==> src/rtl/gpio_edge_pkg.sv <==
package gpio_edge_pkg;

    localparam int unsigned NUM_PINS    = 28;
    localparam int unsigned NUM_DIRECT  = 11;
    localparam int unsigned SYNC_STAGES = 2;
    localparam int unsigned ADDR_W      = 2;

    typedef enum logic [ADDR_W-1:0] {
        SEL_RISE_EN = 2'd0,
        SEL_FALL_EN = 2'd1,
        SEL_WAKE_EN = 2'd2,
        SEL_STATUS  = 2'd3
    } reg_sel_e;

    typedef struct packed {
        logic     wen;
        reg_sel_e sel;
    } reg_cmd_t;

    // Sticky status update: new events win over a simultaneous clear.
    function automatic logic [NUM_PINS-1:0] sticky_next(
        input logic [NUM_PINS-1:0] cur,
        input logic [NUM_PINS-1:0] clr,
        input logic [NUM_PINS-1:0] set
    );
        return (cur & ~clr) | set;
    endfunction

endpackage

==> src/rtl/gpio_edge_sync.sv <==
module gpio_edge_sync
    import gpio_edge_pkg::*;
#(
    parameter int unsigned N      = NUM_PINS,
    parameter int unsigned STAGES = SYNC_STAGES
) (
    input  logic         clk,
    input  logic         rst,
    input  logic [N-1:0] pins_i,
    output logic [N-1:0] rise_o,
    output logic [N-1:0] fall_o
);

    for (genvar i = 0; i < N; i++) begin : g_pin
        logic [STAGES-1:0] chain_q;
        logic              last_q;

        always_ff @(posedge clk) begin
            if (rst) begin
                chain_q <= '0;
                last_q  <= 1'b0;
            end else begin
                chain_q <= {chain_q[STAGES-2:0], pins_i[i]};
                last_q  <= chain_q[STAGES-1];
            end
        end

        assign rise_o[i] =  chain_q[STAGES-1] & ~last_q;
        assign fall_o[i] = ~chain_q[STAGES-1] &  last_q;
    end

endmodule

==> src/rtl/gpio_edge_regs.sv <==
module gpio_edge_regs
    import gpio_edge_pkg::*;
#(
    parameter int unsigned N = NUM_PINS
) (
    input  logic              clk,
    input  logic              rst,
    input  logic              wen_i,
    input  logic [ADDR_W-1:0] addr_i,
    input  logic [N-1:0]      wdata_i,
    input  logic [N-1:0]      rise_evt_i,
    input  logic [N-1:0]      fall_evt_i,
    output logic [N-1:0]      rise_en_o,
    output logic [N-1:0]      fall_en_o,
    output logic [N-1:0]      wake_en_o,
    output logic [N-1:0]      status_o,
    output logic [N-1:0]      set_o,
    output logic [N-1:0]      clr_o,
    output logic [N-1:0]      rdata_o
);

    reg_cmd_t     cmd;
    logic [N-1:0] rise_en_q, fall_en_q, wake_en_q, status_q;

    assign cmd.wen = wen_i;
    assign cmd.sel = reg_sel_e'(addr_i);

    assign set_o = (rise_evt_i & rise_en_q) | (fall_evt_i & fall_en_q);
    assign clr_o = (cmd.wen && cmd.sel == SEL_STATUS) ? wdata_i : '0;

    always_ff @(posedge clk) begin
        if (rst) begin
            rise_en_q <= '0;
            fall_en_q <= '0;
            wake_en_q <= '0;
        end else if (cmd.wen) begin
            case (cmd.sel)
                SEL_RISE_EN: rise_en_q <= wdata_i;
                SEL_FALL_EN: fall_en_q <= wdata_i;
                SEL_WAKE_EN: wake_en_q <= wdata_i;
                default:     ;
            endcase
        end
    end

    always_ff @(posedge clk) begin
        if (rst) status_q <= '0;
        else     status_q <= sticky_next(status_q, clr_o, set_o);
    end

    always_comb begin
        case (cmd.sel)
            SEL_RISE_EN: rdata_o = rise_en_q;
            SEL_FALL_EN: rdata_o = fall_en_q;
            SEL_WAKE_EN: rdata_o = wake_en_q;
            default:     rdata_o = status_q;
        endcase
    end

    assign rise_en_o = rise_en_q;
    assign fall_en_o = fall_en_q;
    assign wake_en_o = wake_en_q;
    assign status_o  = status_q;

endmodule

==> src/rtl/gpio_edge_req.sv <==
module gpio_edge_req
    import gpio_edge_pkg::*;
#(
    parameter int unsigned N  = NUM_PINS,
    parameter int unsigned ND = NUM_DIRECT
) (
    input  logic [N-1:0]  status_i,
    input  logic [N-1:0]  wake_en_i,
    output logic [ND-1:0] irq_direct_o,
    output logic          irq_shared_o,
    output logic          wake_req_o
);

    assign irq_direct_o = status_i[ND-1:0];
    assign irq_shared_o = |status_i[N-1:ND];
    assign wake_req_o   = |(status_i & wake_en_i);

endmodule

==> src/rtl/gpio_edge_irq_unit.sv <==
module gpio_edge_irq_unit
    import gpio_edge_pkg::*;
#(
    parameter int unsigned N  = NUM_PINS,
    parameter int unsigned ND = NUM_DIRECT
) (
    input  logic              clk,
    input  logic              rst,
    input  logic [N-1:0]      pins_i,
    input  logic [ADDR_W-1:0] reg_addr_i,
    input  logic              reg_wen_i,
    input  logic [N-1:0]      reg_wdata_i,
    output logic [N-1:0]      reg_rdata_o,
    output logic [ND-1:0]     irq_direct_o,
    output logic              irq_shared_o,
    output logic              wake_req_o
);

    logic [N-1:0] rise_evt, fall_evt;
    logic [N-1:0] rise_en_q, fall_en_q, wake_en_q, status_q;
    logic [N-1:0] set_vec, clr_vec;

    gpio_edge_sync #(.N(N), .STAGES(SYNC_STAGES)) sync_i (
        .clk    (clk),
        .rst    (rst),
        .pins_i (pins_i),
        .rise_o (rise_evt),
        .fall_o (fall_evt)
    );

    gpio_edge_regs #(.N(N)) regs_i (
        .clk        (clk),
        .rst        (rst),
        .wen_i      (reg_wen_i),
        .addr_i     (reg_addr_i),
        .wdata_i    (reg_wdata_i),
        .rise_evt_i (rise_evt),
        .fall_evt_i (fall_evt),
        .rise_en_o  (rise_en_q),
        .fall_en_o  (fall_en_q),
        .wake_en_o  (wake_en_q),
        .status_o   (status_q),
        .set_o      (set_vec),
        .clr_o      (clr_vec),
        .rdata_o    (reg_rdata_o)
    );

    gpio_edge_req #(.N(N), .ND(ND)) req_i (
        .status_i     (status_q),
        .wake_en_i    (wake_en_q),
        .irq_direct_o (irq_direct_o),
        .irq_shared_o (irq_shared_o),
        .wake_req_o   (wake_req_o)
    );

endmodule

==> config.mk <==
export PLATFORM = sky130hd
export DESIGN_NAME = gpio_edge_irq_unit
export DESIGN_NICKNAME = d
export VERILOG_FILES = /design/src/rtl/gpio_edge_pkg.sv /design/src/rtl/gpio_edge_sync.sv /design/src/rtl/gpio_edge_regs.sv /design/src/rtl/gpio_edge_req.sv /design/src/rtl/gpio_edge_irq_unit.sv
export SDC_FILE = /design/constraint.sdc
export NUM_CORES = 1
export LEC_CHECK = 0
export ABC_CLOCK_PERIOD_IN_PS = 1820
export BUFFER_PORTS_ARGS = -buffer_cell sky130_fd_sc_hd__buf_2
export CAP_MARGIN = 20
export CORE_ASPECT_RATIO = 0.75
export CORE_MARGIN = 2
export CORE_UTILIZATION = 45
export CTS_CLUSTER_SIZE = 25
export DETAILED_ROUTE_END_ITERATION = 8
export SLEW_MARGIN = 10
export SYNTH_ARGS = -nofsm -noshare
export SYNTH_HDL_FRONTEND = slang
export SYNTH_SLANG_ARGS = --single-unit
export TNS_END_PERCENT = 10
==> constraint.sdc <==
create_clock -name clk -period 1.82 [get_ports clk]
set_input_delay 0.182 -clock clk [delete_from_list [all_inputs] [get_ports clk]]
set_output_delay 0.182 -clock clk [all_outputs]
set_load 0.02 [all_outputs]
* Word-level counts from Yosys, hierarchy flattened
Cells that the tools add are included.
Widths: inputs -> output; s select.
** Storage, ports and cells
- Flip-flop bits (word level) :: 196
- Bits in latches :: 0
- Bits in writable memories :: 0
- Memory bits (read-only) :: 0
- Input bits :: 61
- Output and inout bits :: 41
- Logic and storage cells :: 191
- Memories :: 0
** Cells by class
- Add/subtract/negate cells :: 0
- Multipliers :: 0
- Divide/modulo/power cells :: 0
- Magnitude comparators :: 0
- Equality and inequality tests :: 3
- Shifts and indexed selects :: 0
- Multiplexer cells :: 2
- Bitwise operators :: 119
- Reduce and logical (&&, ||, !) cells :: 7
** Operators with widths (count)
- $and 28x28->28 :: 4
- $pmux 28 s3 :: 1
- $and 1x1->1 :: 56
- $not 1->1 :: 56
- $or 28x28->28 :: 2
- $mux 28 :: 1
- $not 28->28 :: 1
- $reduce_or 28->1 :: 1
- $reduce_or 17->1 :: 1
- $reduce_and 2->1 :: 3
- $eq 2x2->1 const B :: 2
- $eq 2x1->1 const B :: 1
- $logic_not 2->1 :: 1
- $logic_and 1x1->1 :: 1

* Longest topological paths before layout
Gate-level depths: netlist of run 1.
- Depth in word-level cells :: 6
- Mapped depth :: 6

* By module
A second synthesis of run 1 with hierarchy kept.
** Unflattened totals
- Cell total of the unflattened synthesis :: 765
- Area, all modules :: 8486.9 µm²
** By module, submodules not included
- gpio_edge_regs :: instances 1, cells each 496, area an instance 5590.4 µm², seq. area each 2242.2 µm²
- gpio_edge_sync :: instances 1, cells each 233, area an instance 2642.5 µm², seq. area each 1681.6 µm²
- gpio_edge_req :: instances 1, cells each 36, area an instance 254.0 µm², seq. area each 0.0 µm²

* Least setup slack after synthesis of run 1
Ideal clock, no wire load.
- Path type :: register to output
- Start point :: register regs_i.status_q[7] (netlist: regs_i.status_o[7])
- End point :: output port wake_req_o
- Arrival :: 1.205 ns
- Data required time :: 1.638 ns
- Path slack :: 0.433 ns
- Stages on the path, launching flop included :: 4
- Cells stage by stage :: dfxtp_1 > a22oi_1 > nand4_1 > or4_1
** Between the ends
- Word-level cells in the longest chain between the ends :: 2
** RTL lines
- start: declaration :: RTL line gpio_edge_regs.sv:23 : logic [N-1:0] rise_en_q, fall_en_q, wake_en_q, status_q;
- start signal: assignment :: RTL line gpio_edge_regs.sv:48 : else status_q <= sticky_next(status_q, clr_o, set_o);
- $and 28x28->28 :: RTL line gpio_edge_req.sv:16 : assign wake_req_o = |(status_i & wake_en_i);
- $reduce_or 28->1 :: RTL line gpio_edge_req.sv:16
- end: declaration :: RTL line gpio_edge_irq_unit.sv:16 : output logic wake_req_o
Every way passes these cells.

* Final worst setup path of run 1
- Start point :: register regs_i.status_q[8] (netlist: regs_i.status_o[8])
- End point :: output port wake_req_o
Same word-level chain as after synthesis.

==> impl_metrics.tcl, run 1 <==
set metrics [dict create \
    clock.fmax_ghz 0.504 \
    multi_input_area_sq_um 3280 \
    seqPwrFrac_pct 50.5 \
    first_global_vias 5898 \
    drt-initial-drc-count 398 \
    path_class "reg -> out" \
    rrSetupSlack_ps 800 \
    critPathCaptureType "primary output" \
    finalMaxSlewViolations 0 \
    p_leak_uw 0.00358 \
    r2r-end "regs_i.status_o[12]" \
    h-tree-depth 4 \
    timing.rr.start "regs_i.status_o[12]" \
    synth-edff-count 0 \
    synthCells 790 \
    area_growth_pct 22.5 \
    rsz0062_at_grt "yes" \
    pre_cts_ws_ps 138 \
    fin_ws_ps -164 \
    synth-main-ff-cell "dfxtp_1" \
    crit_fanout 4 \
    dp_hpwl_mm 13.5 \
    wl_per_cell_um 18.2 \
    crit_chain "a22oi_2, nand4_1, or4_4, buf_6" \
    drc_errors 0 \
    synth_cell_types 27 \
    hold_ws_ps 17.8 \
    grt_pass1_wl_mm 31.8 \
    cts_sinks 196 \
    critPathMaxStageDelay_ps 450 \
    reg2regPathDepth 3 \
    seq_area_frac_synth_pct 51.9 \
    hold_depth 3 \
    top_level_ports 102 \
    grt_max_degree 55 \
    synth_top_area_cell "dfxtp_1" \
    slowest_stage "or4_4" \
    combPwrFrac_pct 7.8 \
    cts_buffers 17 \
    pwr-share-clk_pct 41.7 \
    dieArea_sq_um 17900 \
    gr-total-overflow 0 \
    io_buffers 101 \
    ys_top_cells_by_area "dfxtp_1, nand2_1, mux4_2" \
    viasPerCell 5.43 \
    yosysWarnings 0 \
    syn_nets 851 \
    ys_top_cells_by_count "dfxtp_1, nand2_1, nor2b_1, a21oi_1, nand3b_1" \
    status "complete, but fails checks" \
    finalHoldViolCount 0 \
    core-area_sq_um 16200 \
    slew_headroom_pct 73.2 \
    wl_mm 20.5 \
    clockBufferDepth 2 \
    synthMostInstantiatedCell "dfxtp_1" \
    grt_use_total_pct 23.4 \
    insertion_delay_ps 430 \
    nets 968 \
    post-route-cell-area_sq_um 9250 \
    ant_nets 0 \
    gp_congestion 0.841 \
    p_sw_share_pct 24.2 \
    drive_above_1_share_pct 23.0 \
    antenna_found_initial 0 \
    setup_viol 2 \
    die_x_um 154 \
    num_rows 40 \
    fill_cells 1419 \
    p_int_uw 6790 \
    synth_top_cell_area_share_pct 51.9 \
    start_util_pct 46.6 \
    placed_area_sq_um 8280 \
    syn_area_per_cell_sq_um 9.56 \
    arrival_ps 1800 \
    min_from "reg_wdata_i[21]" \
    clkSlewWorstSetupHoldPaths_ps 70 \
    required_ps 1640 \
    ff_latch_area_sq_um 3940 \
    diodes 0 \
    syn-cell-area_sq_um 7560 \
    cts_root_buf "clkbuf_16" \
    hp-class "in -> reg" \
    dieHeight_um 116 \
    failed_checks "setup timing" \
    switchingPower_uw 2170 \
    powerDensity_nw_per_um2 968 \
    fin_skew_ps 7.29 \
    min_to "regs_i.rise_en_o[21]" \
    cap_violations 0 \
    fin_crit_ps 1980 \
    worstSetupStartpointType "register" \
    dr.pass1.iters 5 \
    vias 6132 \
    tns_ps -322 \
    fin_crit_sh_pct 109 \
    ys_ff_latch 196 \
    cts_tree "done" \
    tightest_slew_ps 403 \
    synthArstFlopShare_pct 0 \
    vdd_ir_drop_max_mv 0.560 \
]
## flip-flops by register name (all words and copies together) (netlist names)
register              flops
sync_i.g_pin.last_q      28
regs_i.rise_en_o         28
sync_i.g_pin.chain_q     56
regs_i.fall_en_o         28
regs_i.wake_en_o         28
regs_i.status_o          28
## critical path: cells and delay by family, from the launching register on
| family | cells | cell delay, ps |
|---|---|---|
| AOI/OAI and AO/OA | 1 | 300 |
| buffers and inverters | 1 | 150 |
| DFF | 1 | 350 |
| and+or+nand+nor | 2 | 580 |
## placed cells by master (no fill, tap or decap), types with 3 or more instances in the layout
cell,Yosys,layout
a22oi_2,0,7
clkinv_2,0,4
dfxtp_2,0,10
a22oi_1,14,7
nand3b_1,57,57
clkinv_4,0,3
buf_12,1,6
clkbuf_16,0,17
a31oi_1,28,28
dlygate4sd3_1,0,28
buf_6,3,3
buf_2,19,98
o21ai_0,28,28
inv_1,28,28
dfxtp_1,196,186
mux4_1,3,3
clkinvlp_4,0,3
mux4_2,25,25
buf_4,11,21
a21oi_2,3,3
a21oi_1,81,81
nand2_1,169,169
nor2b_1,84,84
nand4_1,4,4
## how the worst max path moves through the flow
| stage | startpoint | end | slack, ps | cells after the start |
|---|---|---|---|---|
| 2_1_floorplan | regs_i.status_o[7] | wake_req_o | 430 | 3 |
| 3_5_place_dp | regs_i.status_o[20] | wake_req_o | 140 | 4 |
| 6_report | regs_i.status_o[8] | wake_req_o | -160 | 4 |
| 5_1_grt | regs_i.status_o[21] | irq_shared_o | -230 | 4 |
| 4_1_cts | regs_i.wake_en_o[20] | wake_req_o | -170 | 4 |
| 3_3_place_gp | regs_i.status_o[7] | wake_req_o | 170 | 4 |
## area by class of cell
class,instances,area share (%)
Sequential cell,196,42.5
Multi-Input combinational cell,508,35.5
Timing Repair Buffer,156,11.7
Clock buffer,17,4.60
Tap cell,210,2.84
Clock inverter,15,1.70
Inverter,28,1.14
## through the flow
stage               utilization (%)  power (uW)  instances
finish                         57.1        8960       1130
global route                   57.1        9270       1130
CTS                            57.0        9010       1130
detailed placement             51.1        5250       1069
global placement               51.1        5240       1069
floorplan                         -        4980        790
## per-layer routing
| layer | track usage [%] | up-vias | routed length (um) |
|---|---|---|---|
| met4 | 8.56 | 0 | 385 |
| met3 | 7.01 | 32 | 1590 |
| met5 | 0 | - | 0 |
| met2 | 35.3 | 228 | 9010 |
| met1 | 32.0 | 2958 | 9550 |
| li1 | - | 2914 | - |
## cells by family (layout without fill, tap and decap cells)
| family | count (synthesis) | in the layout | synth area share, % |
|---|---|---|---|
| and+or+nand+nor | 326 | 326 | 22.7 |
| muxes | 28 | 28 | 8.49 |
| AOI/OAI and AO/OA | 154 | 154 | 11.3 |
| DFF | 196 | 196 | 51.9 |
| buffers and inverters | 86 | 216 | 5.65 |
## what timing repair did
action	CTS	global route
endpoints found under the hold margin	28	0
setup endpoints to repair	2	2
gates resized for setup	23	5
setup buffers	1	0
hold buffers	28	0
pin swaps	7	1
## power by group through the flow
stage                     logic (uW)  registers [uW]  clock network [uW]
after CTS                        696            4520                3790
after global routing             755            4540                3980
after global placement           627            4610                   0
final                            697            4530                3730
after detailed placement         637            4610                   0
after floorplan                  396            4580                   0
Power figures use the tool's default switching activity.
==> run 2: changes to the inputs <==
--- a/config.mk
+++ b/config.mk
@@ -8,11 +8,14 @@
 export ABC_CLOCK_PERIOD_IN_PS = 1820
 export BUFFER_PORTS_ARGS = -buffer_cell sky130_fd_sc_hd__buf_2
 export CAP_MARGIN = 20
+export CELL_PAD_IN_SITES_DETAIL_PLACEMENT = 2
+export CELL_PAD_IN_SITES_GLOBAL_PLACEMENT = 2
 export CORE_ASPECT_RATIO = 0.75
 export CORE_MARGIN = 2
-export CORE_UTILIZATION = 45
+export CORE_UTILIZATION = 38
 export CTS_CLUSTER_SIZE = 25
 export DETAILED_ROUTE_END_ITERATION = 8
+export PLACE_DENSITY_LB_ADDON = 0.1
 export SLEW_MARGIN = 10
 export SYNTH_ARGS = -nofsm -noshare
 export SYNTH_HDL_FRONTEND = slang
==> run 2 against run 1 <==
The flow still finishes with violations (setup timing). Flip-flop and latch count did not move. Design area increased by 0.74%. Register-to-register slack improved by 70 ps. Clock power down 4%. Die area grew 18%. Maximum frequency decreased by 4.2%.
==> impl_metrics.tcl, run 2 (synthesis results as in run 1) <==
set metrics [dict create \
    dr.pass1.iters 5 \
    cts_sinks 196 \
    gp_congestion 0.836 \
    fin_crit_ps 2070 \
    fin_crit_sh_pct 114 \
    fin_skew_ps 9.29 \
    slowest_stage "or4_4" \
    crit_chain "a22oi_1, nand2_1, or4_4, buf_6" \
    rsz0062_at_grt "yes" \
    critPathCapture "wake_req_o" \
    worstSetupStartpointType "register" \
    stdcell_count 1171 \
    drive_above_1_share_pct 23.5 \
    vdd_ir_drop_max_mv 0.698 \
    area_growth_pct 23.4 \
    viasPerCell 5.40 \
    drc_errors 0 \
    io_buffers 101 \
    gr-total-overflow 0 \
    post-route-cell-area_sq_um 9320 \
    failed_checks "setup timing" \
    vias 6325 \
    tightest_slew_ps 457 \
    crit_fanout 4 \
    fill_cells 2018 \
    most-common-layout-cells "dfxtp_1, nand2_1, buf_2, nor2b_1, a21oi_1" \
    clock.fmax_ghz 0.483 \
    wl_mm 25.2 \
    grt_pass1_wl_mm 39.7 \
    placed_area_sq_um 8340 \
    clockBufferDepth 2 \
    reg2regPathDepth 3 \
    setup_viol 2 \
    ant_nets 0 \
    cap_violations 0 \
    critPathCaptureType "primary output" \
    finalMaxSlewViolations 0 \
    critPathMaxStageDelay_ps 580 \
    dp_cells 1109 \
    grt_max_degree 52 \
    dieArea_sq_um 21000 \
    nets 967 \
    arrival_ps 1890 \
    layout_commonest_cell "dfxtp_1" \
    slew_headroom_pct 69.5 \
    diodes 0 \
    path_class "reg -> out" \
    start_util_pct 38.9 \
    fin_ws_ps -250 \
    status "complete, but fails checks" \
    timing.rr.start "regs_i.status_o[12]" \
    grt_use_total_pct 24.5 \
    drt-initial-drc-count 440 \
    insertion_delay_ps 440 \
    powerDensity_nw_per_um2 948 \
    largest_register "sync_i.g_pin.chain_q" \
    tns_ps -438 \
    hold_ws_ps 18.8 \
    required_ps 1640 \
    hold_depth 3 \
    cts_root_buf "clkbuf_16" \
    clkSlewWorstSetupHoldPaths_ps 80 \
    top_level_ports 102 \
    dieHeight_um 126 \
    cts_tree "done" \
    p_leak_uw 0.00357 \
    largest_register_ffs 56 \
    h-tree-depth 4 \
    num_rows 44 \
    cts_buffers 17 \
    antenna_found_initial 1 \
    rrSetupSlack_ps 870 \
    core-area_sq_um 19400 \
    dp_hpwl_mm 16.5 \
    die_x_um 167 \
    crit_path_start "regs_i.status_o[17]" \
    r2r-end "regs_i.status_o[12]" \
    wl_per_cell_um 21.5 \
    first_global_vias 6901 \
    finalHoldViolCount 0 \
    hp-class "in -> reg" \
]
-- run 2: cell count changes in the layout (fill, tap and decap cells not counted), sizes merged --
| cell | previous run | this run |
|---|---|---|
| buf | 128 | 125 |
| bufinv | 2 | 0 |
| clkinvlp | 3 | 2 |
| dlygate4sd3 | 28 | 30 |
| inv | 31 | 33 |
-- run 2: how the worst min path moves through the flow --
stage	startpoint	end	slack (ps)
6_report	reg_wdata_i[8]	regs_i.wake_en_o[8]	20
5_1_grt	reg_wdata_i[8]	regs_i.fall_en_o[8]	4
4_1_cts	pins_i[0]	sync_i.g_pin[0].chain_q[0]	1
3_5_place_dp	pins_i[2]	sync_i.g_pin[2].chain_q[0]	400
3_3_place_gp	pins_i[3]	sync_i.g_pin[3].chain_q[0]	390
2_1_floorplan	pins_i[0]	sync_i.g_pin[0].chain_q[0]	310
-- run 2: critical path: cells and delay by family (launching register included) --
| family | cells | cell delay, ps |
|---|---|---|
| buffers and inverters | 1 | 150 |
| and+or+nand+nor | 2 | 680 |
| AOI/OAI and AO/OA | 1 | 270 |
| DFF | 1 | 350 |
-- run 2: metal layers --
metal  vias up  wire length (um)  GRT usage [%]
met4         2               244           5.12
met1      3237             11600           32.8
li1       2910                 -              -
met2       152             11900           40.9
met5         -                 7              0
met3        24              1400           5.75
-- run 2: where the power goes --
| part | internal [uW] | switching [uW] |
|---|---|---|
| Clock | 1780 | 1790 |
| Combinational | 326 | 405 |
| Sequential | 4430 | 104 |
| Total | 6540 | 2300 |
-- run 2: layout make-up --
| class | instances | area (sq um) | area share, % |
|---|---|---|---|
| clock inverters | 14 | 123 | 1.32 |
| well taps | 253 | 317 | 3.40 |
| flip-flops and latches | 196 | 3950 | 42.4 |
| inverters | 28 | 105 | 1.13 |
| multi-input cells | 508 | 3290 | 35.3 |
| clock buffers | 17 | 425 | 4.56 |
| repair buffers | 155 | 1110 | 11.9 |
-- run 2: stage by stage --
stage          setup WS (ps)  util, %  total power, uW
2_1_floorplan            433        -             4980
3_3_place_gp             107     42.9             5260
3_5_place_dp             129     42.9             5290
4_1_cts                 -201     47.8             8920
5_1_grt                 -295     48.0             9210
6_report                -250     48.0             8840
-- run 2: timing repair --
action,4_1_cts,5_1_grt
cloned,0,0
hold endpoints to repair,32,1
setup buffers,1,0
resized for setup,34,6
endpoints found under the setup margin,3,4
hold buffers,29,1
pin swaps,11,1
